[config.mk]
export PLATFORM = sky130hd
export DESIGN_NAME = vmchk_emul_calc
export DESIGN_NICKNAME = d
export VERILOG_FILES = /design/src/rtl/vmchk_pkg.sv /design/src/rtl/vmchk_emul_calc.sv
export SDC_FILE = /design/constraint.sdc
export NUM_CORES = 1
export LEC_CHECK = 0
export ABC_AREA = 1
export BUFFER_PORTS_ARGS = -buffer_cell sky130_fd_sc_hd__buf_2
export CELL_PAD_IN_SITES_DETAIL_PLACEMENT = 1
export CELL_PAD_IN_SITES_GLOBAL_PLACEMENT = 2
export CORE_AREA = 2 2 40 42
export DETAILED_ROUTE_END_ITERATION = 8
export DIE_AREA = 0 0 42 44
export PLACE_DENSITY_LB_ADDON = 0.1
export SYNTH_ARGS = -nofsm -noshare
export SYNTH_HDL_FRONTEND = slang
export SYNTH_SLANG_ARGS = --single-unit
[constraint.sdc]
create_clock -name vclk -period 4.4
set_input_delay 0.44 -clock vclk [all_inputs]
set_output_delay 0.44 -clock vclk [all_outputs]
set_load 0.05 [all_outputs]
[src/rtl/vmchk_pkg.sv]
package vmchk_pkg;
  localparam int EEW_W  = 4;
  localparam int EMUL_W = 3;
  localparam int SEW_W  = 3;
  localparam int LMUL_W = 3;
  localparam int SUM_W  = 6;

  typedef struct packed {
    logic                     illegal;
    logic [EEW_W-1:0]         eew_log2;
    logic signed [EMUL_W-1:0] emul_log2;
  } vmchk_res_t;

  localparam int RES_W = $bits(vmchk_res_t);
endpackage

[src/rtl/vmchk_emul_calc.sv]
module vmchk_emul_calc
  import vmchk_pkg::*;
#(
  parameter int MIN_EMUL_LOG2 = -3,
  parameter int MAX_EMUL_LOG2 = 3
) (
  input  logic [EEW_W-1:0]         eew_log2,
  input  logic [SEW_W-1:0]         sew_log2,
  input  logic signed [LMUL_W-1:0] lmul_log2,
  output logic signed [EMUL_W-1:0] emul_log2,
  output logic                     range_bad
);
  localparam logic signed [SUM_W-1:0] LO_S = SUM_W'(MIN_EMUL_LOG2);
  localparam logic signed [SUM_W-1:0] HI_S = SUM_W'(MAX_EMUL_LOG2);

  logic signed [SUM_W-1:0] sum;

  always_comb begin
    sum = $signed({2'b00, eew_log2})
        - $signed({3'b000, sew_log2})
        + $signed({{(SUM_W-LMUL_W){lmul_log2[LMUL_W-1]}}, lmul_log2});
    range_bad = (sum > HI_S) || (sum < LO_S);
    emul_log2 = sum[EMUL_W-1:0];
  end
endmodule

==> results of run 1 <==
through the flow:
stage | setup slack (ns) | util | hold slack [ns]
2_1_floorplan | 1.25 | - | 1.27
3_3_place_gp | 1.47 | 0.330 | 1.38
3_5_place_dp | 1.43 | 0.330 | 1.37
4_1_cts | 1.43 | 0.330 | 1.37
5_1_grt | 1.23 | 0.330 | 1.40
6_report | 1.48 | 0.330 | 1.37
Yosys cell counts, drive strengths merged:
cell type / instances / share of area
fa: 2 / 0.11
a211oi: 1 / 0.020
ha: 9 / 0.30
inv: 14 / 0.14
o21ai: 2 / 0.026
nor3: 1 / 0.013
nand3: 7 / 0.11
nor2: 2 / 0.026
nand2: 15 / 0.17
a21oi: 3 / 0.050
xnor2: 2 / 0.046
worst paths after layout:
check / to / cells after the start / slack [ns]
worst max-delay path: range_bad / 14 / 1.48
worst min-delay path: emul_log2[0] / 3 / 1.37
report_power, final:
part | total [mW] | internal (mW) | switching [mW]
logic | 0.128 | 0.0419 | 0.0858
clock network | 0 | 0 | 0
registers | 0 | 0 | 0
layer usage:
metal | vias up | routed length (µm) | global-route usage
met5 | - | 0 | 0
met4 | 0 | 0 | 0
met3 | 0 | 18 | 0
met2 | 5 | 405 | 0.197
met1 | 176 | 312 | 0.117
li1 | 214 | - | -
kinds of logic after synthesis:
logic type               after synthesis  share of synthesized area
AO/OA/AOI/OAI                          6                     0.0960
XOR/XNOR                               2                     0.0464
adder cells (fa/ha/maj)               11                      0.404
buffers and inverters                 14                      0.139
AND/OR/NAND/NOR                       25                      0.315
layout make-up:
cell class / instances / area, µm² / share of cell area
repair buffers: 14 / 70.1 / 0.150
well taps: 16 / 20.0 / 0.0428
multi-input cells: 44 / 325 / 0.695
inverters: 14 / 52.6 / 0.112
worst max-delay path, delay by kind of cell:
| kind | cells | cell delay [ns] |
|---|---|---|
| simple gates | 7 | 0.47 |
| buf+inv | 4 | 0.41 |
| fa+ha+maj | 3 | 1.14 |
==> run metrics, run 1 <==
critical path arrival=2.48 ns; cts hold-fix bufs=0; Synth warnings=0; worst slew pin tran=0.248 ns; ant diodes=0; Seq/Total Area, Yosys=0; I/O Pins=14; vias in the first global route=374; Setup Crit Path Kind=input pin to output pin; largest net degree at the start of global routing=5; crit path max-delay cell type=fa_1; FP Rows=14; synthesized cell area=378 µm²; first-pass GRT wire length=1460 µm; post-DP HPWL=740 µm; post-route ant nets=0; Pre-antenna DRT Iters=4; Inst Count DP=88; Initial Util=0.266; Synth Net Count=79; dpl cell area=468 µm²; Pleak=0.284 nW; CP Data Required Time=3.96 ns; post-route non-filler standard cell count=88; pwr/cell area=273 nW/µm²; Slew Limit Fails=0; cells after synthesis=58; drt wl/cell=8.36 µm; DR vias/cell=4.49; post-CTS sizing=0; critical path peak fanout=3; clock buffer count=0; GP Congestion=0.673; final instance area=468 µm²; total power=128 µW; Worst Setup SP=eew_log2[0]; Tmin final=2.92 ns; gr usage total=0.0955; status=finished clean; Netlist cell types=15; Post-route DRC=0; Avg Cell Area, Syn=6.51 µm²; Final period util=0.663; sequential cell count=0; Worst VDD drop=0.0915 mV; FMAX=343 MHz; Final Hold Violating Endpoints=0; Startpoint Class=input pin; initial antenna violation count=0; most frequent CP cell=nand2_1; Max stage delay on crit path=0.48 ns; Starting DRT DRC Count=1; Overflow after GRT=0; min-delay worst type=input pin to output pin; unrepaired setup endpoints after global routing=false; share of layout cells above drive strength 1=0.278; worst relative slew slack=0.836; routed vias=395; Core Area=1420 µm²; IO Port Bufs=14; fin nets=95; Fin Setup TNS=0 ns; Die ar.=1850 µm²; # setup viols final=0; Crit. End Element=output pin; register area=0 µm²; Synth-to-Final Area Change=23.8%; drt total wl=736 µm; DIE HEIGHT=44 µm; most frequent cells in the layout=14 x inv_1, 14 x buf_2, 12 x nand2_1, 9 x ha_1, 6 x nand3_1; critical-path cell list=buf_2, inv_1, ha_1, fa_1, inv_1, fa_1, nand3_1, nand2_1, nand2_1, nand2_2, nand3_1, nand2_1, nand2_1, buf_2; Die X=42 µm; max-cap viol count=0; hold_sp=lmul_log2[0]; Post-CTS Setup Repair Bufs=0; FILL cells=201
No activity file was read; power rests on OpenSTA's default activity.
==> inputs of run 2 (changes only) <==
CORE_AREA = 2 2 41 43   (was 2 2 40 42)
DIE_AREA = 0 0 43 45   (was 0 0 42 44)
clock period = 3.05 ns   (was 4.4 ns; I/O delays follow)
==> run 2 against run 1 <==
  * Routed wire length rose by 5.6%
  * Non-clock buffer count unchanged
  * Core utilization shrank 1.2 points
  * Flip-flop and latch count did not move
  * Global-route usage shrank 0.15 points
  * Final cell count is the same
  * Hold slack got worse by 0.28 ns
  * Worst setup slack lost 1.1 ns
  * Die area rose by 4.7%
  * First-iteration DRC count is 100% lower
  * Via count is 1.5% higher
  * Largest power group unchanged
==> run metrics, run 2 (synthesis gave the netlist of run 1 again) <==
status=finished clean (unchanged); Pre-antenna DRT Iters=1 (was 4); initial antenna violation count=0 (unchanged); clock power share=0 (about the same); unrepaired setup endpoints after global routing=false (unchanged); Inst Count DP=88 (unchanged); # setup viols final=0 (unchanged); Worst VDD drop=0.144 mV (was 0.0915 mV); uppermost layer routed=met3 (unchanged); IO Port Bufs=14 (unchanged); Met1 Wirelength=386 µm (was 312 µm); FILL cells=204 (was 201); Synth-to-Final Area Change=23.8% (unchanged); Slew Limit Fails=0 (unchanged); Pleak=0.284 nW (unchanged); worst hold stages=3 (unchanged); Startpoint Class=input pin (unchanged); Sw Ratio=0.672 (about the same); GP Congestion=0.728 (was 0.673); clock buffer count=0 (unchanged); Final Hold Violating Endpoints=0 (unchanged); I/O Pins=14 (unchanged); worst relative slew slack=0.835 (was 0.836); largest net degree at the start of global routing=5 (unchanged); Post-CTS Setup Repair Bufs=0 (unchanged); total power=185 µW (was 128 µW); Starting DRT DRC Count=0 (was 1); ant diodes=0 (unchanged); max-cap viol count=0 (unchanged); dpl cell area=468 µm² (unchanged); gr usage total=0.0940 (was 0.0955); first-pass GRT wire length=1490 µm (was 1460 µm); worst slew pin tran=0.250 ns (was 0.248 ns); register area=0 µm² (unchanged); Tmin final=2.64 ns; Util after Layout=0.318 (was 0.330); sequential cell count=0 (unchanged); share of layout cells above drive strength 1=0.278 (unchanged); fin nets=95 (unchanged); Die ar.=1940 µm² (was 1850 µm²); min-delay worst type=input pin to output pin (unchanged); worst slack at placement=0.382 ns (was 1.43 ns); internal power=60.7 µW (was 41.9 µW); Routed met2 length=365 µm (was 405 µm); Final period util=0.865; Comb pwr share=1.000 (about the same); DR vias/cell=4.56 (was 4.49); critical path arrival=2.33 ns (was 2.48 ns); final instance area=468 µm² (unchanged); hold path endpoint=emul_log2[0] (unchanged); post-DP HPWL=772 µm (was 740 µm); post-CTS sizing=0 (unchanged); routed vias=401 (was 395); Initial Util=0.257 (was 0.266); Net Switching=124 µW (was 85.8 µW); vias in the first global route=391 (was 374); most frequent cells in the layout=14 x inv_1, 14 x buf_2, 12 x nand2_1, 9 x ha_1, 6 x nand3_1 (unchanged); DIE HEIGHT=45 µm (was 44 µm); drt total wl=777 µm (was 736 µm); FMAX=379 MHz; hold_sp=lmul_log2[0] (unchanged); WL met3=25 µm (was 18 µm); FP Rows=14 (unchanged); Overflow after GRT=0 (unchanged); post-route non-filler standard cell count=88 (unchanged); Sequential Power Share=0 (about the same); Crit. End Element=output pin (unchanged); Min Hold Slack=1.08 ns (was 1.37 ns); Setup Crit Path Kind=input pin to output pin (unchanged); drt wl/cell=8.83 µm (was 8.36 µm); Final WS setup=0.413 ns (was 1.48 ns); post-route ant nets=0 (unchanged); critical path peak fanout=3 (unchanged); pwr/cell area=396 nW/µm² (was 273 nW/µm²); Fin Setup TNS=0 ns (unchanged); Die X=43 µm (was 42 µm); Core Area=1470 µm² (was 1420 µm²); cts hold-fix bufs=0 (unchanged); Post-route DRC=0 (unchanged); CP Data Required Time=2.74 ns (was 3.96 ns)
[run 2: cell counts in the layout (fill, tap and decap cells not counted)]
Identical to the previous run, type by type.
[run 2: worst max-delay path, stage by stage]
cell     delay [ns]
buf_2          0.07
inv_1          0.03
ha_1           0.21
fa_1           0.48
inv_1          0.06
fa_1           0.44
nand3_1        0.14
nand2_1        0.06
nand2_1        0.07
nand2_2        0.05
nand3_1        0.06
nand2_1        0.05
nand2_1        0.05
buf_2          0.25
[run 2: layer usage]
layer / vias to the layer above / GRT usage
met5: - / 0
met4: 0 / 0
met3: 0 / 0
met2: 9 / 0.182
met1: 181 / 0.126
li1: 211 / -
[run 2: worst max-delay path by stage]
| stage | from | to | slack, ns | cells after the start |
|---|---|---|---|---|
| 3_5_place_dp | eew_log2[0] | range_bad | 0.38 | 14 |
| 5_1_grt | eew_log2[0] | range_bad | 0.18 | 14 |
| 4_1_cts | eew_log2[0] | range_bad | 0.38 | 14 |
| 6_report | eew_log2[0] | range_bad | 0.41 | 14 |
| 2_1_floorplan | eew_log2[0] | range_bad | 0.17 | 10 |
| 3_3_place_gp | eew_log2[0] | range_bad | 0.40 | 14 |
[run 2: layout make-up]
class | instances | area, µm² | area share
multi-input combinational | 44 | 325 | 0.695
inverter | 14 | 52.6 | 0.112
tap | 16 | 20.0 | 0.0428
timing repair buffer | 14 | 70.1 | 0.150
[run 2: power by group through the flow]
stage / logic (mW) / clock network [mW] / registers (mW)
final: 0.185 / 0 / 0
after CTS: 0.190 / 0 / 0
after detailed placement: 0.189 / 0 / 0
after global placement: 0.188 / 0 / 0
after global routing: 0.211 / 0 / 0
after floorplan: 0.152 / 0 / 0
